==> config.mk <==
export PLATFORM = sky130hd
export DESIGN_NAME = spi_opreg_slave
export DESIGN_NICKNAME = d
export VERILOG_FILES = /design/src/rtl/spi_opreg_pkg.sv /design/src/rtl/spi_opreg_sync.sv /design/src/rtl/spi_opreg_frame.sv /design/src/rtl/spi_opreg_regs.sv /design/src/rtl/spi_opreg_tx.sv /design/src/rtl/spi_opreg_slave.sv
export SDC_FILE = /design/constraint.sdc
export NUM_CORES = 1
export LEC_CHECK = 0
export ABC_AREA = 1
export BUFFER_PORTS_ARGS = -buffer_cell sky130_fd_sc_hd__buf_2
export CAP_MARGIN = 15
export CORE_MARGIN = 10
export CORE_UTILIZATION = 40
export CTS_CLUSTER_SIZE = 10
export DETAILED_ROUTE_END_ITERATION = 7
export PLACE_DENSITY = 0.68
export SLEW_MARGIN = 20
export SYNTH_ARGS = -nofsm -noshare
export SYNTH_HDL_FRONTEND = slang
export SYNTH_SLANG_ARGS = --single-unit
==> constraint.sdc <==
create_clock -name clk_i -period 1.75 [get_ports clk_i]
set_input_delay 0.175 -clock clk_i [delete_from_list [all_inputs] [get_ports clk_i]]
set_output_delay 0.175 -clock clk_i [all_outputs]
set_load 0.1 [all_outputs]
==> src/rtl/spi_opreg_pkg.sv <==
package spi_opreg_pkg;
  localparam int BYTE_W  = 8;
  localparam int N_BANKS = 4;
  localparam int IDX_W   = 3;
  localparam int NB_W    = 3;

  typedef enum logic [3:0] {
    T_NONE, T_CTRL, T_BANK, T_GTH, T_STH, T_TPAT, T_STAT, T_ALL
  } tgt_e;

  typedef struct packed {
    logic            rd;
    tgt_e            tgt;
    logic [1:0]      sel;
    logic [NB_W-1:0] nbytes;
  } op_t;

  function automatic op_t op_decode(input logic [BYTE_W-1:0] b);
    op_t o;
    o.rd     = b[7];
    o.tgt    = T_NONE;
    o.sel    = b[2:1];
    o.nbytes = b[7] ? NB_W'(1) : NB_W'(0);
    case (b[6:0])
      7'h02: begin o.tgt = T_CTRL; o.nbytes = NB_W'(1); end
      7'h04: begin o.tgt = T_BANK; o.nbytes = NB_W'(1); end
      7'h1E: begin o.tgt = T_TPAT; o.nbytes = NB_W'(1); end
      7'h3A: begin o.tgt = T_GTH;  o.nbytes = NB_W'(2); end
      7'h3C: begin o.tgt = T_STH;  o.nbytes = NB_W'(2); end
      7'h10, 7'h12, 7'h14, 7'h16: if (b[7]) o.tgt = T_STAT;
      7'h78: if (b[7]) begin o.tgt = T_ALL; o.nbytes = NB_W'(N_BANKS); end
      default: ;
    endcase
    return o;
  endfunction
endpackage

==> src/rtl/spi_opreg_sync.sv <==
module spi_opreg_sync #(
  parameter int STAGES = 2
) (
  input  logic clk_i,
  input  logic rst_ni,
  input  logic sck_i,
  input  logic csn_i,
  input  logic si_i,
  output logic sck_rise_o,
  output logic sck_fall_o,
  output logic cs_act_o,
  output logic si_o
);
  logic [STAGES-1:0] sck_q, csn_q, si_q;
  logic              sck_d;

  always_ff @(posedge clk_i or negedge rst_ni) begin
    if (!rst_ni) begin
      sck_q <= '0;
      csn_q <= '1;
      si_q  <= '0;
      sck_d <= 1'b0;
    end else begin
      sck_q <= {sck_q[STAGES-2:0], sck_i};
      csn_q <= {csn_q[STAGES-2:0], csn_i};
      si_q  <= {si_q[STAGES-2:0], si_i};
      sck_d <= sck_q[STAGES-1];
    end
  end

  assign sck_rise_o = sck_q[STAGES-1] & ~sck_d;
  assign sck_fall_o = ~sck_q[STAGES-1] & sck_d;
  assign cs_act_o   = ~csn_q[STAGES-1];
  assign si_o       = si_q[STAGES-1];
endmodule

==> src/rtl/spi_opreg_frame.sv <==
module spi_opreg_frame #(
  parameter int W     = 8,
  parameter int IDX_W = 3
) (
  input  logic             clk_i,
  input  logic             rst_ni,
  input  logic             cs_act_i,
  input  logic             sck_rise_i,
  input  logic             si_i,
  output logic             byte_done_o,
  output logic [W-1:0]     byte_o,
  output logic [IDX_W-1:0] byte_idx_o
);
  localparam int CNT_W = $clog2(W);

  logic [CNT_W-1:0] bit_q;
  logic [W-2:0]     sh_q;
  logic [IDX_W-1:0] idx_q;
  logic             last;

  assign last        = (bit_q == CNT_W'(W - 1));
  assign byte_o      = {sh_q, si_i};
  assign byte_done_o = cs_act_i & sck_rise_i & last;
  assign byte_idx_o  = idx_q;

  always_ff @(posedge clk_i or negedge rst_ni) begin
    if (!rst_ni) begin
      bit_q <= '0;
      sh_q  <= '0;
      idx_q <= '0;
    end else if (!cs_act_i) begin
      bit_q <= '0;   // partial byte dropped
      idx_q <= '0;
    end else if (sck_rise_i) begin
      sh_q  <= {sh_q[W-3:0], si_i};
      bit_q <= last ? '0 : bit_q + CNT_W'(1);
      if (last && idx_q != '1) idx_q <= idx_q + IDX_W'(1);
    end
  end
endmodule

==> src/rtl/spi_opreg_regs.sv <==
module spi_opreg_regs
  import spi_opreg_pkg::*;
#(
  parameter int TH_W   = 6,
  parameter int PAT_W  = 4,
  parameter int BANKS  = 4
) (
  input  logic             clk_i,
  input  logic             rst_ni,
  input  logic             wr_i,
  input  tgt_e             tgt_i,
  input  logic [IDX_W-1:0] idx_i,
  input  logic [TH_W-1:0]  data_i,
  output logic             srst_o,
  output logic             test_o,
  output logic [BANKS-1:0] bank_o,
  output logic [PAT_W-1:0] tpat_o,
  output logic [TH_W-1:0]  g_hys_o,
  output logic [TH_W-1:0]  g_ctr_o,
  output logic [TH_W-1:0]  s_hys_o,
  output logic [TH_W-1:0]  s_ctr_o
);
  logic first;
  assign first = (idx_i == IDX_W'(1));

  always_ff @(posedge clk_i or negedge rst_ni) begin
    if (!rst_ni) begin
      srst_o <= 1'b0;
      test_o <= 1'b0;
    end else if (wr_i && tgt_i == T_CTRL) begin
      srst_o <= data_i[1];
      test_o <= data_i[0] & ~data_i[1];
    end else if (srst_o) begin
      test_o <= 1'b0;
    end
  end

  always_ff @(posedge clk_i or negedge rst_ni) begin
    if (!rst_ni) begin
      bank_o  <= '0;
      tpat_o  <= '0;
      g_hys_o <= '0;
      g_ctr_o <= '0;
      s_hys_o <= '0;
      s_ctr_o <= '0;
    end else if (srst_o) begin
      bank_o  <= '0;
      tpat_o  <= '0;
      g_hys_o <= '0;
      g_ctr_o <= '0;
      s_hys_o <= '0;
      s_ctr_o <= '0;
    end else if (wr_i) begin
      case (tgt_i)
        T_BANK: bank_o <= data_i[BANKS-1:0];
        T_TPAT: tpat_o <= data_i[PAT_W-1:0];
        T_GTH:  if (first) g_hys_o <= data_i; else g_ctr_o <= data_i;
        T_STH:  if (first) s_hys_o <= data_i; else s_ctr_o <= data_i;
        default: ;
      endcase
    end
  end
endmodule

==> src/rtl/spi_opreg_tx.sv <==
module spi_opreg_tx #(
  parameter int W     = 32,
  parameter int CNT_W = 6
) (
  input  logic             clk_i,
  input  logic             rst_ni,
  input  logic             cs_act_i,
  input  logic             sck_fall_i,
  input  logic             load_i,
  input  logic [W-1:0]     word_i,
  input  logic [CNT_W-1:0] nbits_i,
  output logic             so_o,
  output logic             so_oe_o
);
  logic [W-1:0]     sh_q;
  logic [CNT_W-1:0] rem_q;

  always_ff @(posedge clk_i or negedge rst_ni) begin
    if (!rst_ni) begin
      sh_q    <= '0;
      rem_q   <= '0;
      so_o    <= 1'b0;
      so_oe_o <= 1'b0;
    end else if (!cs_act_i) begin
      rem_q   <= '0;
      so_o    <= 1'b0;
      so_oe_o <= 1'b0;
    end else if (load_i) begin
      sh_q  <= word_i;
      rem_q <= nbits_i;
    end else if (sck_fall_i) begin
      if (rem_q != '0) begin
        so_oe_o <= 1'b1;
        so_o    <= sh_q[W-1];
        sh_q    <= {sh_q[W-2:0], 1'b0};
        rem_q   <= rem_q - CNT_W'(1);
      end else begin
        so_oe_o <= 1'b0;
      end
    end
  end
endmodule

==> src/rtl/spi_opreg_slave.sv <==
module spi_opreg_slave
  import spi_opreg_pkg::*;
#(
  parameter int TH_W        = 6,
  parameter int PAT_W       = 4,
  parameter int SYNC_STAGES = 2
) (
  input  logic                        clk_i,
  input  logic                        rst_ni,
  input  logic                        sck_i,
  input  logic                        csn_i,
  input  logic                        si_i,
  input  logic [N_BANKS*BYTE_W-1:0]   status_i,
  output logic                        so_o,
  output logic                        so_oe_o,
  output logic                        soft_rst_o,
  output logic                        test_en_o,
  output logic [N_BANKS-1:0]          bank_type_o,
  output logic [PAT_W-1:0]            test_pat_o,
  output logic [TH_W-1:0]             gnd_hys_o,
  output logic [TH_W-1:0]             gnd_ctr_o,
  output logic [TH_W-1:0]             sup_hys_o,
  output logic [TH_W-1:0]             sup_ctr_o
);
  localparam int STAT_W = N_BANKS * BYTE_W;
  localparam int CNT_W  = $clog2(STAT_W + 1);

  logic              sck_rise, sck_fall, cs_act, si_s;
  logic              byte_done;
  logic [BYTE_W-1:0] byte_val;
  logic [IDX_W-1:0]  byte_idx;

  spi_opreg_sync #(.STAGES(SYNC_STAGES)) i_sync (
    .clk_i, .rst_ni, .sck_i, .csn_i, .si_i,
    .sck_rise_o(sck_rise), .sck_fall_o(sck_fall), .cs_act_o(cs_act), .si_o(si_s)
  );

  spi_opreg_frame #(.W(BYTE_W), .IDX_W(IDX_W)) i_frame (
    .clk_i, .rst_ni, .cs_act_i(cs_act), .sck_rise_i(sck_rise), .si_i(si_s),
    .byte_done_o(byte_done), .byte_o(byte_val), .byte_idx_o(byte_idx)
  );

  // Opcode held for the rest of the frame
  op_t             op_new;
  logic            op_rd_q;
  tgt_e            op_tgt_q;
  logic [NB_W-1:0] op_nb_q;
  logic            opc_done;

  assign op_new   = op_decode(byte_val);
  assign opc_done = byte_done && (byte_idx == '0);

  always_ff @(posedge clk_i or negedge rst_ni) begin
    if (!rst_ni) begin
      op_rd_q  <= 1'b0;
      op_tgt_q <= T_NONE;
      op_nb_q  <= '0;
    end else if (!cs_act) begin
      op_rd_q  <= 1'b0;
      op_tgt_q <= T_NONE;
      op_nb_q  <= '0;
    end else if (opc_done) begin
      op_rd_q  <= op_new.rd;
      op_tgt_q <= op_new.tgt;
      op_nb_q  <= op_new.nbytes;
    end
  end

  logic wr;
  assign wr = byte_done && !op_rd_q && (byte_idx != '0) &&
              (NB_W'(byte_idx) <= op_nb_q) && (op_tgt_q != T_NONE);

  spi_opreg_regs #(.TH_W(TH_W), .PAT_W(PAT_W), .BANKS(N_BANKS)) i_regs (
    .clk_i, .rst_ni, .wr_i(wr), .tgt_i(op_tgt_q), .idx_i(byte_idx),
    .data_i(byte_val[TH_W-1:0]),
    .srst_o(soft_rst_o), .test_o(test_en_o), .bank_o(bank_type_o), .tpat_o(test_pat_o),
    .g_hys_o(gnd_hys_o), .g_ctr_o(gnd_ctr_o), .s_hys_o(sup_hys_o), .s_ctr_o(sup_ctr_o)
  );

  // Read word, left-aligned; this load is the status snapshot
  logic [BYTE_W-1:0] rb0, rb1;
  logic [STAT_W-1:0] rd_word;
  logic [CNT_W-1:0]  rd_bits;
  logic              load;

  always_comb begin
    rb0 = '0;
    rb1 = '0;
    case (op_new.tgt)
      T_CTRL: rb0 = BYTE_W'({soft_rst_o, test_en_o});
      T_BANK: rb0 = BYTE_W'(bank_type_o);
      T_TPAT: rb0 = BYTE_W'(test_pat_o);
      T_GTH:  begin rb0 = BYTE_W'(gnd_hys_o); rb1 = BYTE_W'(gnd_ctr_o); end
      T_STH:  begin rb0 = BYTE_W'(sup_hys_o); rb1 = BYTE_W'(sup_ctr_o); end
      T_STAT: rb0 = status_i[op_new.sel*BYTE_W +: BYTE_W];
      default: ;
    endcase
    if (op_new.tgt == T_ALL) rd_word = status_i;
    else                     rd_word = {rb0, rb1, {(STAT_W-2*BYTE_W){1'b0}}};
  end

  assign rd_bits = CNT_W'(int'(op_new.nbytes) * BYTE_W);
  assign load    = opc_done && op_new.rd;

  spi_opreg_tx #(.W(STAT_W), .CNT_W(CNT_W)) i_tx (
    .clk_i, .rst_ni, .cs_act_i(cs_act), .sck_fall_i(sck_fall), .load_i(load),
    .word_i(rd_word), .nbits_i(rd_bits), .so_o, .so_oe_o
  );
endmodule

# == Yosys cells after proc, flatten, opt, wreduce, memory -nomap -nowiden ==
# Index checks and enable logic that the tools add are counted.
# totals
ff_bits,102
input_bits,37
word_cells,165
# classes
add_sub_neg,3
n_lt_le_gt_ge,1
eq_ne,27
shifts,1
muxes,58
bitwise_logic,9
n_reduce_logical,44
# op_table
cell,n
2-to-1 mux 32 bit,4
2-to-1 mux 6 bit,18
one-hot mux 8 bit (6 select lines),1
equality test 7 x 5 -> 1 bit (second input constant),5
2-to-1 mux 3 bit,11
2-to-1 mux 4 bit,8
indexed part select 32 x 6 -> 8 bit,1
nonzero test 2 bit,14
equality test 4 x 3 -> 1 bit (second input constant),6
one-hot mux 3 bit (7 select lines),1
AND reduction 3 bit,6
equality test 4 x 2 -> 1 bit (second input constant),4
equality test 7 x 6 -> 1 bit (second input constant),2
2-to-1 mux 1 bit,13
one-hot mux 6 bit (2 select lines),1
AND reduction 2 bit,6
one-hot mux 3 bit (3 select lines),1
nonzero test 3 bit,3
equality test 4 x 1 -> 1 bit (second input constant),2
logical AND 1 bit,8
equality test 7 x 2 -> 1 bit (second input constant),1
equality test 7 x 3 -> 1 bit (second input constant),1
equality test 7 bit (second input constant),1
adder 3 x 1 -> 3 bit (second input constant),2
16 further kinds,23

# == Longest topological paths before layout ==
# Gate-level depths: netlist of run 1.
# depth
ltp_word,10
ltp_mapped,12
ltp_nobuf,11

# == Modules after synthesis ==
# A second synthesis of run 1 with hierarchy kept.
# unflattened
cells_unflattened,825
area_unflattened_um2,5999.5
# by_module_without_submodules
mod,n_inst,cells_per_inst,area_each_um2,seq_area_each_um2
spi_opreg_tx,1,281,2189.6,1001.0
spi_opreg_regs,1,178,1530.2,850.8
spi_opreg_slave,1,281,1442.6,175.2
spi_opreg_frame,1,73,640.6,325.3
spi_opreg_sync,1,12,196.4,177.7

# == Least setup slack after synthesis of run 1 ==
# OpenSTA, ideal clock, no wires.
# synth_path
kind,register to register
from,reg i_regs.srst_o
to,reg i_regs.s_hys_o[1]
arrival_ns,1.867
t_required_ns,1.627
slack_ns,-0.240
stages_incl_launch_ff,8
path_cell_list,dfrtp_1 > clkbuf_1 > inv_1 > o21ai_0 > nand3_1 > buf_4 > nand2_1 > o21ai_2
# synth_via
elab_chain_cells,2
# synth_rtl
element,line_no,text
from (decl),spi_opreg_regs.sv:14,"output logic srst_o,"
from (signal assigned),spi_opreg_regs.sv:31,srst_o <= data_i[1];
nonzero test 2 bit (no line),n/a,
AND reduction 3 bit (no line),n/a,
to (signal assigned),spi_opreg_regs.sv:58,T_STH: if (first) s_hys_o <= data_i; else s_ctr_o <= data_i;
to (decl),spi_opreg_regs.sv:20,"output logic [TH_W-1:0] s_hys_o,"
# Several ways; a longest one is shown, not always the timed one.
# A chain may end at the register's enable or synchronous reset.

# == Worst setup path after layout of run 1 ==
# layout_path
from,reg i_frame.bit_q[0]
to,reg i_regs.g_hys_o[1]
# layout_via
elab_chain_cells,8
# layout_rtl
element,line_no,text
from (decl),spi_opreg_frame.sv:16,logic [CNT_W-1:0] bit_q;
from (signal assigned),spi_opreg_frame.sv:36,bit_q <= last ? '0 : bit_q + CNT_W'(1);
equality test 3 bit,spi_opreg_frame.sv:21,assign last = (bit_q == CNT_W'(W - 1));
bitwise AND 1 bit,spi_opreg_frame.sv:23,assign byte_done_o = cs_act_i & sck_rise_i & last;
logical AND 1 bit (3 in series),spi_opreg_slave.sv:70,assign wr = byte_done && !op_rd_q && (byte_idx != '0) &&
logical AND 1 bit,spi_opreg_slave.sv:71,(NB_W'(byte_idx) <= op_nb_q) && (op_tgt_q != T_NONE);
nonzero test 2 bit (no line),n/a,
AND reduction 3 bit (no line),n/a,
to (signal assigned),spi_opreg_regs.sv:57,T_GTH: if (first) g_hys_o <= data_i; else g_ctr_o <= data_i;
to (decl),spi_opreg_regs.sv:18,"output logic [TH_W-1:0] g_hys_o,"
# Every way passes these cells.

==> out/qor.log, run 1 <==
qor: placed_design.dpl_worst_slack -0.0499 ns
qor: cells_and_area.areaGrowthSynthToFinish 27.1%
qor: sta.setup_total_negative_slack 0 ns
qor: pwr.comb_power_share 22.5%
qor: pwr.leakage_power_of_the_design 3.23 nW
qor: logic_synthesis.synth_compound_gate_area_share 15.7%
qor: sta.worst_slack 0.00878 ns
qor: drt.drt_pass1_iterations 5
qor: drt.drc 0
qor: drt.ratio_of_routed_vias_to_standard_cells 5.15
qor: logic_synthesis.synth-xor-area-share 0.330%
qor: sta.timing.final.setup_violations 0
qor: pwr.power.clock.fraction 31.6%
qor: logic_synthesis.synth-warning-count 0
qor: cells_and_area.final_layout_size_suffix_gt1_share 25.8%
qor: cells_and_area.nets 830
qor: logic_synthesis.post_synth_inst_count 680
qor: hold_path.hold_path_startpoint status_i[5]
qor: logic_synthesis.yosys.area_share.simple 26.0%
qor: sta.layout_worst_path_cycle_share 99.5%
qor: sta.max_slew.worst_pin.slew 0.561 ns
qor: drt.wire_per_inst 15.9 um
qor: cells_and_area.antennaDiodeCount 0
qor: drt.drt_iter0_drc 398
qor: worst_setup_path.timing.critical_path.from_type flip-flop
qor: pwr.p_seq_share 45.8%
qor: clock_network.clock_latency 0.36 ns
qor: sta.maxSlewViolCount 0
qor: status.status finished, final reports clean
qor: hold_path.hp-class input pin to flip-flop
qor: global_routing.grt_first_pass_wirelength 24600 um
qor: worst_setup_path.reg2regPathDepth 10
qor: worst_setup_path.critPathRequiredTime 1.99 ns
qor: drt.vias 4964
qor: global_routing.grt_use_total 16.6%
qor: logic_synthesis.dominant_combinational_cell_family_by_area_after_synthesis simple AND/OR/NAND/NOR gates
qor: logic_synthesis.synth.distinct_cells 35
qor: logic_synthesis.syn_area_per_cell 7.80 um^2
qor: cells_and_area.multiInputGateArea 0.00259 mm^2
qor: clock_network.cts-root-buf sky130_fd_sc_hd__clkbuf_16
qor: placed_design.place_congestion 0.854
qor: sta.finClkSkew 0.00753 ns
qor: clock_network.clock_slew_at_reported_path_ffs 0.07 ns
qor: worst_setup_path.worst_r2r_startpoint i_frame.bit_q[0]
qor: sta.slew_headroom 62.6%
qor: drt.detail_route.wirelength 15400 um
qor: floorplan.std_cell_rows 42
qor: logic_synthesis.synthesized_area_fraction_occupied_by_adder_cells 2.36%
qor: hold_path.hold_path_depth 3
qor: worst_setup_path.setup.reg_to_reg.worst_slack 0.009 ns
qor: floorplan.design.die.area 0.0183 mm^2
qor: logic_synthesis.netlist_area 0.00530 mm^2
qor: floorplan.fp.dieH 135 um
qor: worst_setup_path.endpoint_kind flip-flop
qor: clock_network.cts_sinks 101
qor: cells_and_area.final-seq-area 0.00253 mm^2
qor: logic_synthesis.syn_nets 727
qor: clock_network.cts_buffers 9
qor: sta.finalWorstPathRequiredPeriod 1.74 ns
qor: floorplan.floorplan.initialDensity 40.4%
qor: pwr.power_report.internal_total 4.13 mW
qor: run.cap_viol_max_count 0
qor: sta.max_freq 0.574 GHz
qor: global_routing.first_global_vias 4771
qor: pwr.switching_power 2.04 mW
qor: clock_network.htreeDepth 3
qor: floorplan.design.portCount 73
qor: pwr.worst_ir_drop_vdd 0.692 mV
qor: pwr.powerDensity 916 mW/mm^2
qor: logic_synthesis.seq_area_frac_synth 47.7%
qor: sta.setup_repair_after_global_routing_missed_its_margin true
qor: hold_path.hold_path_end i_tx.sh_q[5]
qor: floorplan.fp.coreArea 0.0131 mm^2
qor: logic_synthesis.synth-seq-cells 101
qor: worst_setup_path.worst-setup-path-type flip-flop to flip-flop
qor: floorplan.die_x 135 um
qor: drt.postRouteAntennaNets 0
qor: worst_setup_path.r2r-end i_regs.g_hys_o[1]
qor: global_routing.antenna_found_initial 0
qor: pwr.netSwitchingFraction 33.0%
qor: logic_synthesis.synthMuxAreaShare 0%
qor: sta.timing_hold_violations_final 0
qor: global_routing.residual_overflow_from_global_routing 0
qor: placed_design.hpwlAfterDp 10900 um
qor: worst_setup_path.critPathMaxFanout 6
qor: clock_network.cts_buffer_depth 2
qor: worst_setup_path.timing.critical_path.arrival 1.98 ns
qor: placed_design.port_buffers 72
qor: global_routing.grt_max_degree 102
qor: clock_network.clock_tree_from_tritoncts yes
qor: cells_and_area.fillerInstances 1310
==> area by class of cell <==
class                           count  area share (%)
Clock buffer                        9            3.34
Inverter                           60            3.47
Clock inverter                      7           0.836
Tap cell                          176            3.27
Sequential cell                   101            37.6
Multi-Input combinational cell    490            38.5
Timing Repair Buffer              121            13.0
==> metal layers <==
metal	up-vias	global-route usage, %	share of wire [%]
met3	17	4.42	6.4
met5	-	0	0
met4	0	5.56	1.6
li1	2463	-	-
met2	161	24.9	46
met1	2323	22.6	46
==> synth_stat cells, drive strengths merged <==
cell type	count	area (um^2)
nand3	67	350
inv	60	228
dfrtp	99	2480
o31ai	1	7.51
nor2	71	284
a21oi	40	204
o22ai	8	50.1
o21ai	92	475
xor2	2	17.5
clkbuf	5	18.8
buf	24	168
o21a	4	30.0
o211ai	7	52.6
nor3	9	50.1
or2	1	6.26
nand3b	1	7.51
nand2	171	657
a211oi	2	15.0
ha	10	125
dfstp	2	52.6
and2	2	12.5
nand4	2	12.5
==> worst max path at each step <==
stage                          start                 to  cells past startpoint
2_1_floorplan          i_regs.srst_o  i_regs.s_hys_o[1]                      7
3_3_place_gp   i_frame.byte_idx_o[1]  i_regs.s_ctr_o[4]                     10
3_5_place_dp   i_frame.byte_idx_o[1]  i_regs.s_ctr_o[0]                     10
4_1_cts        i_frame.byte_idx_o[1]  i_regs.s_ctr_o[1]                     10
5_1_grt             i_frame.bit_q[0]      i_tx.sh_q[23]                      9
6_report            i_frame.bit_q[0]  i_regs.g_hys_o[1]                     10
==> cells by family after synthesis <==
logic type      count (synthesis)
fa+ha+maj                      10
flops                         101
buf+inv                        89
simple gates                  324
xor+xnor                        2
compound gates                154
==> worst max-delay path, cell delays in order (launching register included) <==
cell,delay [ns]
sky130_fd_sc_hd__dfrtp_1,0.39
sky130_fd_sc_hd__ha_4,0.16
sky130_fd_sc_hd__ha_4,0.14
sky130_fd_sc_hd__nand3_4,0.10
sky130_fd_sc_hd__nor3_4,0.23
sky130_fd_sc_hd__nand2_2,0.11
sky130_fd_sc_hd__nand2_4,0.09
sky130_fd_sc_hd__nand3_4,0.10
sky130_fd_sc_hd__buf_12,0.18
sky130_fd_sc_hd__nand2_2,0.06
sky130_fd_sc_hd__o21ai_2,0.04
==> sequential cells by signal, indices dropped and copies added, names as in the netlist, 3 cells and up <==
| register | cells |
|---|---|
| i_regs.s_hys_o | 6 |
| i_frame.byte_idx_o | 3 |
| op_tgt_q | 3 |
| op_nb_q | 3 |
| i_regs.tpat_o | 4 |
| i_tx.rem_q | 6 |
| i_frame.sh_q | 7 |
| i_regs.s_ctr_o | 6 |
| i_regs.g_hys_o | 6 |
| i_tx.sh_q | 32 |
| i_frame.bit_q | 3 |
| i_regs.bank_o | 4 |
| i_regs.g_ctr_o | 6 |
==> power groups by stage <==
stage	combinational (mW)	sequential (mW)	clock, mW
2_1_floorplan	0.809	2.88	0
3_3_place_gp	1.30	2.86	0
3_5_place_dp	1.31	2.86	0
4_1_cts	1.33	2.82	1.98
5_1_grt	1.57	2.87	2.09
6_report	1.39	2.83	1.95
==> cell usage in the layout, fill, tap and decap left out, types with 3 or more instances in the layout <==
| cell | instances |
|---|---|
| sky130_fd_sc_hd__nand2_1 | 148 |
| sky130_fd_sc_hd__dfrtp_1 | 97 |
| sky130_fd_sc_hd__buf_2 | 71 |
| sky130_fd_sc_hd__nor2_1 | 65 |
| sky130_fd_sc_hd__nand3_1 | 61 |
| sky130_fd_sc_hd__o21ai_0 | 59 |
| sky130_fd_sc_hd__inv_1 | 46 |
| sky130_fd_sc_hd__a21oi_1 | 36 |
| sky130_fd_sc_hd__buf_4 | 33 |
| sky130_fd_sc_hd__o21ai_1 | 26 |
| sky130_fd_sc_hd__nand2_2 | 14 |
| sky130_fd_sc_hd__inv_2 | 12 |
| sky130_fd_sc_hd__clkbuf_16 | 10 |
| sky130_fd_sc_hd__nand2_4 | 8 |
| sky130_fd_sc_hd__o22ai_1 | 8 |
| sky130_fd_sc_hd__nor3_1 | 8 |
| sky130_fd_sc_hd__buf_12 | 8 |
| sky130_fd_sc_hd__o211ai_1 | 7 |
| sky130_fd_sc_hd__o21ai_2 | 7 |
| sky130_fd_sc_hd__ha_1 | 6 |
| sky130_fd_sc_hd__nand3_4 | 5 |
| sky130_fd_sc_hd__nor2_2 | 4 |
| sky130_fd_sc_hd__inv_6 | 4 |
| sky130_fd_sc_hd__o21a_1 | 4 |
| sky130_fd_sc_hd__a21oi_2 | 4 |
| sky130_fd_sc_hd__ha_4 | 4 |
| sky130_fd_sc_hd__dlygate4sd3_1 | 4 |
| sky130_fd_sc_hd__buf_6 | 3 |
==> through the flow <==
step	instances	power [mW]	utilization, %	hold WS (ns)	instance area [um^2]
2_1_floorplan	680	3.68	-	-0.121	5300
3_3_place_gp	938	4.15	46.2	0.281	6070
3_5_place_dp	938	4.17	46.2	0.282	6070
4_1_cts	958	6.12	48.7	0.0797	6390
5_1_grt	964	6.52	51.3	0.0886	6740
6_report	964	6.17	51.3	0.0836	6740
==> timing repair <==
action,CTS,global route
pin swaps,0,9
cloned,0,3
hold endpoints to repair,102,0
hold buffers,4,0
buffers inserted,0,3
resized for setup,2,79
setup endpoints to repair,12,74
Power figures use the tool's default switching activity.
==> inputs of run 2 (changes only) <==
Settings changed: GPL_TIMING_DRIVEN set to 0, PLACE_DENSITY 0.68 to 0.66.
Clock period 1.75 ns to 2.3 ns, I/O delays scaled along.
==> out/qor.log, run 2 (synthesis gave the netlist of run 1 again) <==
qor: floorplan.die_x 135 um [unchanged]
qor: pwr.leakage_power_of_the_design 3.05 nW [-5.5%]
qor: clock_network.cts_buffers 9 [unchanged]
qor: drt.wire_per_inst 16.4 um [+3.0%]
qor: drt.ratio_of_routed_vias_to_standard_cells 5.14 [-0.14%]
qor: cells_and_area.finish.cell_count_without_fillers 949 [-1.6%]
qor: pwr.p_seq_share 45.6% [-0.2 points]
qor: placed_design.port_buffers 72 [unchanged]
qor: pwr.switching_power 1.45 mW [-29%]
qor: sta.finalWorstPathRequiredPeriod 1.94 ns [+0.199 ns]
qor: clock_network.clock_slew_at_reported_path_ffs 0.07 ns [about the same]
qor: floorplan.std_cell_rows 42 [unchanged]
qor: sta.timing.final.setup_violations 0 [unchanged]
qor: placed_design.hpwlAfterDp 11700 um [+7.0%]
qor: hold_path.hp-class input pin to flip-flop
qor: drt.dr_wl_met3 1010 um [+3.1%]
qor: clock_network.cts_buffer_depth 2 [unchanged]
qor: floorplan.fp.coreArea 0.0131 mm^2 [unchanged]
qor: clock_network.post_cts.repair.setup_buffers 0 [unchanged]
qor: worst_setup_path.timing.critical_path.from_type flip-flop
qor: drt.drt_iter0_drc 305 [-23%]
qor: clock_network.cts-root-buf sky130_fd_sc_hd__clkbuf_16
qor: pwr.powerDensity 753 mW/mm^2 [-18%]
qor: sta.finClkSkew 0.00825 ns [+0.000720 ns]
qor: cells_and_area.final_layout_size_suffix_gt1_share 17.2% [-8.6 points]
qor: sta.maxSlewViolCount 0 [unchanged]
qor: drt.drt_pass1_iterations 5 [unchanged]
qor: cells_and_area.regMostFlops i_tx.sh_q
qor: global_routing.first_global_vias 4811 [+0.84%]
qor: drt.detail_route.wirelength 15600 um [+1.4%]
qor: cells_and_area.areaGrowthSynthToFinish 18.2%
qor: sta.max_freq 0.515 GHz [-10%]
qor: pwr.comb_power_share 20.1% [-2.4 points]
qor: floorplan.fp.dieH 135 um [unchanged]
qor: clock_network.htreeDepth 3 [unchanged]
qor: sta.fin_hold_ws 0.144 ns [+0.0605 ns]
qor: sta.setup_repair_after_global_routing_missed_its_margin false
qor: drt.highest-signal-layer met4
qor: drt.postRouteAntennaNets 0 [unchanged]
qor: pwr.netSwitchingFraction 30.7% [-2.3 points]
qor: clock_network.clock_latency 0.36 ns [about the same]
qor: floorplan.design.die.area 0.0183 mm^2 [unchanged]
qor: sta.max_slew.worst_pin.slew 0.756 ns [+0.195 ns]
qor: pwr.power_report.internal_total 3.27 mW [-21%]
qor: cells_and_area.antennaDiodeCount 0 [unchanged]
qor: status.status finished, final reports clean
qor: sta.layout_worst_path_cycle_share 84.4% [-15 points]
qor: worst_setup_path.critPathRequiredTime 2.58 ns [+0.59 ns]
qor: worst_setup_path.timing.critical_path.arrival 2.22 ns [+0.24 ns]
qor: cells_and_area.largest_reg_flops 32 [unchanged]
qor: drt.wirelength_met1 7080 um [-0.70%]
qor: pwr.power.clock.fraction 34.3% [+2.7 points]
qor: drt.vias 4880 [-1.7%]
qor: global_routing.grt_first_pass_wirelength 25700 um [+4.3%]
qor: sta.slew_headroom 49.4% [-13 points]
qor: global_routing.antenna_found_initial 0 [unchanged]
qor: cells_and_area.layout_commonest_cell sky130_fd_sc_hd__nand2_1
qor: worst_setup_path.worst-setup-path-type flip-flop to flip-flop
qor: global_routing.residual_overflow_from_global_routing 0 [unchanged]
qor: placed_design.dpl.cell_count 929 [-0.96%]
qor: floorplan.floorplan.initialDensity 40.4% [unchanged]
qor: cells_and_area.layout.cells.most_common_list sky130_fd_sc_hd__nand2_1, sky130_fd_sc_hd__dfrtp_1, sky130_fd_sc_hd__buf_2
qor: sta.timing_hold_violations_final 0 [unchanged]
qor: clock_network.clock_tree_from_tritoncts yes
qor: worst_setup_path.critPathMaxFanout 10 [+4]
qor: global_routing.grt_use_total 17.4% [+0.86 points]
qor: drt.drc 0 [unchanged]
qor: placed_design.place_congestion 0.914 [+7.1%]
qor: cells_and_area.nets 815 [-1.8%]
qor: global_routing.grt_max_degree 56 [-45%]
qor: floorplan.design.portCount 73 [unchanged]
qor: clock_network.cts_sinks 101 [unchanged]
qor: worst_setup_path.endpoint_kind flip-flop
qor: drt.wl_met2 7140 um [+1.7%]
qor: run.cap_viol_max_count 0 [unchanged]
qor: cells_and_area.largest_registers i_tx.sh_q: 32 flops, i_frame.sh_q: 7 flops
qor: pwr.worst_ir_drop_vdd 0.440 mV [-36%]
## run 2: cell types whose count changed in the layout (fill, tap and decap cells not counted), moves of 8 or more
| cell | before | now |
|---|---|---|
| sky130_fd_sc_hd__buf_12 | 8 | 0 |
| sky130_fd_sc_hd__clkbuf_1 | 0 | 8 |
| sky130_fd_sc_hd__buf_4 | 33 | 7 |
| sky130_fd_sc_hd__buf_2 | 71 | 82 |
| sky130_fd_sc_hd__nand2_2 | 14 | 0 |
| sky130_fd_sc_hd__nand2_1 | 148 | 169 |
## run 2: cell type report
cell class                      count  area [um^2]
Sequential cell                   101         2530
Fill cell                        1336         6870
Clock buffer                       12          236
Inverter                           60          228
Clock inverter                      4         72.6
Tap cell                          176          220
Timing Repair Buffer               77          434
Multi-Input combinational cell    490         2360
Buffer                             29          186
## run 2: worst max-delay path, stage by stage, from the launching register on
cell and delay, ns:
sky130_fd_sc_hd__dfrtp_1 0.36, sky130_fd_sc_hd__inv_1 0.10, sky130_fd_sc_hd__ha_1 0.21, sky130_fd_sc_hd__nand3_1 0.11
sky130_fd_sc_hd__nor2_1 0.12, sky130_fd_sc_hd__nand2_1 0.13, sky130_fd_sc_hd__nand3_2 0.12, sky130_fd_sc_hd__buf_2 0.21
sky130_fd_sc_hd__buf_2 0.24, sky130_fd_sc_hd__o21ai_0 0.10, sky130_fd_sc_hd__a21oi_1 0.14
## run 2: worst paths after layout
kind                                 from             end  slack, ns  cells past startpoint
setup / recovery            i_tx.rem_q[0]   i_tx.sh_q[23]       0.36                     10
hold / removal                status_i[5]    i_tx.sh_q[5]       0.14                      3
setup reg to reg            i_tx.rem_q[0]   i_tx.sh_q[23]       0.36                     10
hold reg to reg            i_sync.si_q[0]  i_sync.si_q[1]       0.35                      0
max in group asynchronous          rst_ni   i_tx.sh_q[21]       1.29                      3
min in group asynchronous          rst_ni     op_tgt_q[1]       0.38                      2
## run 2: power groups by stage
| stage | clock (mW) | sequential [mW] | combinational [mW] |
|---|---|---|---|
| 2_1_floorplan | 0 | 2.19 | 0.615 |
| 3_3_place_gp | 0 | 2.17 | 0.922 |
| 3_5_place_dp | 0 | 2.18 | 0.940 |
| 4_1_cts | 1.64 | 2.15 | 0.951 |
| 5_1_grt | 1.70 | 2.18 | 1.08 |
| 6_report | 1.62 | 2.15 | 0.948 |
## run 2: layer usage
metal  vias to the layer above  track usage [%]
met5                         -                0
met4                         0             6.88
met2                       139             26.9
met1                      2289             23.0
li1                       2426                -
met3                        26             4.12
## run 2: timing repair
action                                  CTS  global route
endpoints found under the setup margin    0             0
hold endpoints to repair                 47             0
resized for setup                         0             0
hold buffers                              4             0
## run 2: per-stage QoR
stage,instance area (um^2),power (mW),setup TNS (ns),util (%),worst slack [ns]
after floorplan,5300,2.80,0,-,0.310
after global placement,5880,3.09,-16.83,44.8,-0.177
after detailed placement,5920,3.12,0,45.0,0.368
after CTS,6260,4.74,0,47.7,0.333
after global routing,6260,4.96,0,47.7,0.143
final,6260,4.72,0,47.7,0.360
==> inputs of run 3 (changes only) <==
Settings changed: ABC_AREA 1 to 0.
Clock period 2.3 ns to 1.94 ns, I/O delays scaled along.
==> out/qor.log, run 3 <==
qor: logic_synthesis.syn_nets 561 [-23%]
qor: pwr.worst_ir_drop_vdd 0.587 mV [+33%]
qor: global_routing.grt_first_pass_wirelength 25400 um [-0.86%]
qor: logic_synthesis.syn_area_per_cell 10.5 um^2 [+34%]
qor: drt.detail_route.wirelength 16500 um [+5.9%]
qor: cells_and_area.finish.cell_count_without_fillers 819 [-14%]
qor: drt.ratio_of_routed_vias_to_standard_cells 5.56 [+8.2%]
qor: clock_network.cts_buffer_depth 2 [unchanged]
qor: floorplan.design.die.area 0.0185 mm^2 [+1.1%]
qor: logic_synthesis.post-synth-top-area-fraction 46.1% [-0.61 points]
qor: floorplan.die_x 136 um [+0.56%]
qor: placed_design.place_congestion 0.898 [-1.8%]
qor: floorplan.std_cell_rows 42 [unchanged]
qor: global_routing.grt_max_degree 79 [+41%]
qor: logic_synthesis.seq_area_frac_synth 47.1% [-0.62 points]
qor: clock_network.clock_slew_at_reported_path_ffs 0.07 ns [about the same]
qor: global_routing.grt_use_total 17.5% [+0.11 points]
qor: status.failed_checks setup timing
qor: sta.max_slew.worst_pin.slew 0.525 ns [-0.231 ns]
qor: placed_design.dpl_worst_slack -0.580 ns [-0.948 ns]
qor: cells_and_area.regMostFlops i_tx.sh_q
qor: cells_and_area.layout.cells.most_common_list sky130_fd_sc_hd__dfrtp_1, sky130_fd_sc_hd__buf_2, sky130_fd_sc_hd__mux2i_1
qor: clock_network.htreeDepth 3 [unchanged]
qor: drt.drt_iter0_drc 346 [+13%]
qor: drt.postRouteAntennaNets 0 [unchanged]
qor: sta.finalWorstPathRequiredPeriod 2.11 ns [+0.170 ns]
qor: drt.drt_pass1_iterations 4 [-1]
qor: worst_setup_path.cp_cell_sequence ha_2 > ha_4 > nor4bb_4 > buf_4 > nand3b_1 > or4b_4 > mux2_4
qor: status.status finished with violations
qor: global_routing.residual_overflow_from_global_routing 0 [unchanged]
qor: hold_path.hp-class input pin to flip-flop
qor: logic_synthesis.synth.distinct_cells 57 [+63%]
qor: clock_network.cts_buffers 9 [unchanged]
qor: logic_synthesis.synth.most_common_cell sky130_fd_sc_hd__dfrtp_1
qor: placed_design.dpl.cell_count 763 [-18%]
qor: global_routing.groute.layer.met3.usage 5.28% [+1.2 points]
qor: cells_and_area.largest_registers i_tx.sh_q: 32 flops, i_frame.sh_q: 7 flops
qor: worst_setup_path.worst-setup-path-type flip-flop to flip-flop
qor: floorplan.fp.coreArea 0.0132 mm^2 [+0.40%]
qor: pwr.post-layout-total-power 4.91 mW [+4.0%]
qor: sta.timing.final.setup_violations 47 [+47]
qor: worst_setup_path.reg2regPathDepth 7 [-3]
qor: global_routing.first_global_vias 4599 [-4.4%]
qor: cells_and_area.antennaDiodeCount 0 [unchanged]
qor: logic_synthesis.yosysTopAreaCell sky130_fd_sc_hd__dfrtp_1
qor: cells_and_area.layout_commonest_cell sky130_fd_sc_hd__dfrtp_1
qor: logic_synthesis.synthTopCellsByCount sky130_fd_sc_hd__dfrtp_1, sky130_fd_sc_hd__mux2i_1, sky130_fd_sc_hd__nor2_1
qor: drt.drc 0 [unchanged]
qor: worst_setup_path.endpoint_kind flip-flop
qor: sta.setup_total_negative_slack -3.85 ns [-3.85 ns]
qor: worst_setup_path.timing.critical_path.arrival 2.35 ns [+0.13 ns]
qor: global_routing.antenna_found_initial 0 [unchanged]
qor: sta.finClkSkew 0.00598 ns [-0.00227 ns]
qor: logic_synthesis.post_synth_inst_count 514 [-24%]
qor: clock_network.cts_sinks 101 [unchanged]
qor: cells_and_area.final_layout_size_suffix_gt1_share 35.8% [+19 points]
qor: floorplan.fp.dieH 136 um [+0.56%]
qor: sta.slew_headroom 65.2% [+16 points]
qor: worst_setup_path.timing.critical_path.from_type flip-flop
qor: sta.worst_slack -0.171 ns [-0.530 ns]
qor: logic_synthesis.number_of_enable_type_register_cells_in_the_synthesized_netlist 0 [unchanged]
qor: clock_network.clock_latency 0.35 ns [about the same]
qor: clock_network.cts-root-buf sky130_fd_sc_hd__clkbuf_16
qor: sta.layout_worst_path_cycle_share 109% [+24 points]
qor: worst_setup_path.critPathMaxFanout 5 [-5]
qor: cells_and_area.areaGrowthSynthToFinish 31.7%
qor: sta.max_freq 0.474 GHz [-8.1%]
qor: cells_and_area.fillerInstances 1140 [-15%]
qor: global_routing.globalRoute.busiestLayer met2
qor: cells_and_area.nets 685 [-16%]
qor: floorplan.floorplan.initialDensity 40.7% [+0.37 points]
qor: cells_and_area.largest_reg_flops 32 [unchanged]
qor: logic_synthesis.netlist_top_cells_area sky130_fd_sc_hd__dfrtp_1, sky130_fd_sc_hd__mux2i_1, sky130_fd_sc_hd__nor2_1, sky130_fd_sc_hd__nand2_1, sky130_fd_sc_hd__mux4_2
qor: logic_synthesis.netlist_area 0.00537 mm^2 [+1.3%]
qor: placed_design.hpwlAfterDp 11500 um [-1.4%]
qor: logic_synthesis.ys.flop_type sky130_fd_sc_hd__dfrtp_1
qor: pwr.powerDensity 694 mW/mm^2 [-7.8%]
qor: floorplan.design.portCount 73 [unchanged]
qor: sta.setup_repair_after_global_routing_missed_its_margin true
qor: logic_synthesis.synth-warning-count 0 [unchanged]
qor: drt.wire_per_inst 20.1 um [+23%]
qor: worst_setup_path.critPathRequiredTime 2.18 ns [-0.40 ns]
qor: logic_synthesis.share_of_flip_flops_with_an_asynchronous_set_or_reset_after_synthesis 100% [unchanged]
qor: run.cap_viol_max_count 0 [unchanged]
qor: placed_design.port_buffers 72 [unchanged]
qor: logic_synthesis.synth-seq-cells 101 [unchanged]
qor: global_routing.use_met2 28.1% [+1.2 points]
qor: sta.timing_hold_violations_final 0 [unchanged]
qor: global_routing.gr-usage-met1 22.7% [-0.36 points]
qor: clock_network.clock_tree_from_tritoncts yes
qor: drt.vias 4555 [-6.7%]
qor: worst_setup_path.crit_slowest_cell sky130_fd_sc_hd__or4b_4
qor: worst_setup_path.critical_path.max_stage_delay 0.53 ns [+0.17 ns]
qor: pwr.leakage_power_of_the_design 3.41 nW [+12%]
qor: sta.maxSlewViolCount 0 [unchanged]
qor: hold_path.hold_path_depth 3 [unchanged]
## run 3: cell count changes in the layout (fill, tap and decap cells not counted), moves of 15 or more
cell / change
sky130_fd_sc_hd__a21oi_1: -31
sky130_fd_sc_hd__a22oi_1: +16
sky130_fd_sc_hd__buf_4: +22
sky130_fd_sc_hd__inv_1: -47
sky130_fd_sc_hd__mux2i_1: +55
sky130_fd_sc_hd__nand2_1: -128
sky130_fd_sc_hd__nand2b_1: +21
sky130_fd_sc_hd__nand3_1: -62
sky130_fd_sc_hd__nor2_1: -15
sky130_fd_sc_hd__o21ai_0: -56
## run 3: metrics by stage
step	util (%)	cell area (um^2)	hold WS, ns
3_3_place_gp	45.3	5980	0.302
2_1_floorplan	-	5400	-0.102
6_report	53.6	7070	0.0742
3_5_place_dp	45.6	6010	0.0706
4_1_cts	51.8	6830	0.0625
5_1_grt	53.6	7070	0.0793
## run 3: layer usage
metal / vias to the layer above / routed length (um)
met4: 0 / 270
met3: 18 / 1010
li1: 2098 / -
met5: - / 0
met1: 2292 / 7140
met2: 147 / 8080
## run 3: cell type report
type / count / area [um^2] / area share (%)
Buffer: 29 / 206 / 2.92
Clock inverter: 4 / 22.5 / 0.318
Tap cell: 176 / 220 / 3.11
Timing Repair Buffer: 118 / 838 / 11.9
Inverter: 11 / 41.3 / 0.584
Clock buffer: 12 / 256 / 3.63
Multi-Input combinational cell: 368 / 2950 / 41.8
Sequential cell: 101 / 2530 / 35.8
## run 3: critical path: cells and delay by family, from the launching register on
kind                       cells  cell delay [ns]
adders and majority gates      2             0.33
DFF                            1             0.36
buffers and inverters          1             0.18
and+or+nand+nor                3             0.80
muxes                          1             0.31
## run 3: worst paths after layout
| path | startpoint | endpoint | slack, ns |
|---|---|---|---|
| setup / recovery | i_frame.bit_q[1] | i_regs.srst_o | -0.17 |
| hold / removal | status_i[15] | i_tx.sh_q[15] | 0.07 |
| setup reg to reg | i_frame.bit_q[1] | i_regs.srst_o | -0.17 |
| hold reg to reg | i_sync.csn_q[0] | i_sync.csn_q[1] | 0.36 |
| max in group asynchronous | rst_ni | i_frame.sh_q[3] | 1.01 |
| min in group asynchronous | rst_ni | i_frame.byte_idx_o[1] | 0.27 |
## run 3: cell families (layout without fill, tap and decap cells)
logic type | after synthesis | after routing | synth area share (%)
adder cells (fa/ha/maj) | 10 | 10 | 2.33
multiplexers | 74 | 74 | 15.9
XOR/XNOR | 4 | 4 | 0.652
flip-flops | 101 | 101 | 47.1
AND/OR/NAND/NOR | 175 | 175 | 16.4
buffers and inverters | 45 | 174 | 3.70
AO/OA/AOI/OAI | 105 | 105 | 14.0
## run 3: power by group
group	internal, mW	leakage [nW]	total, mW	switching [mW]
clock	0.935	0.138	1.73	0.791
sequential	2.18	1.27	2.28	0.107
combinational	0.355	2.00	0.901	0.546
total	3.47	3.41	4.91	1.44
## run 3: repair_timing
action	in CTS	in global routing
buffers inserted	27	14
endpoints found under the setup margin	80	82
endpoints found under the hold margin	26	0
gates cloned	2	2
pin swaps	18	30
gates resized for setup	82	51
hold buffers	4	0
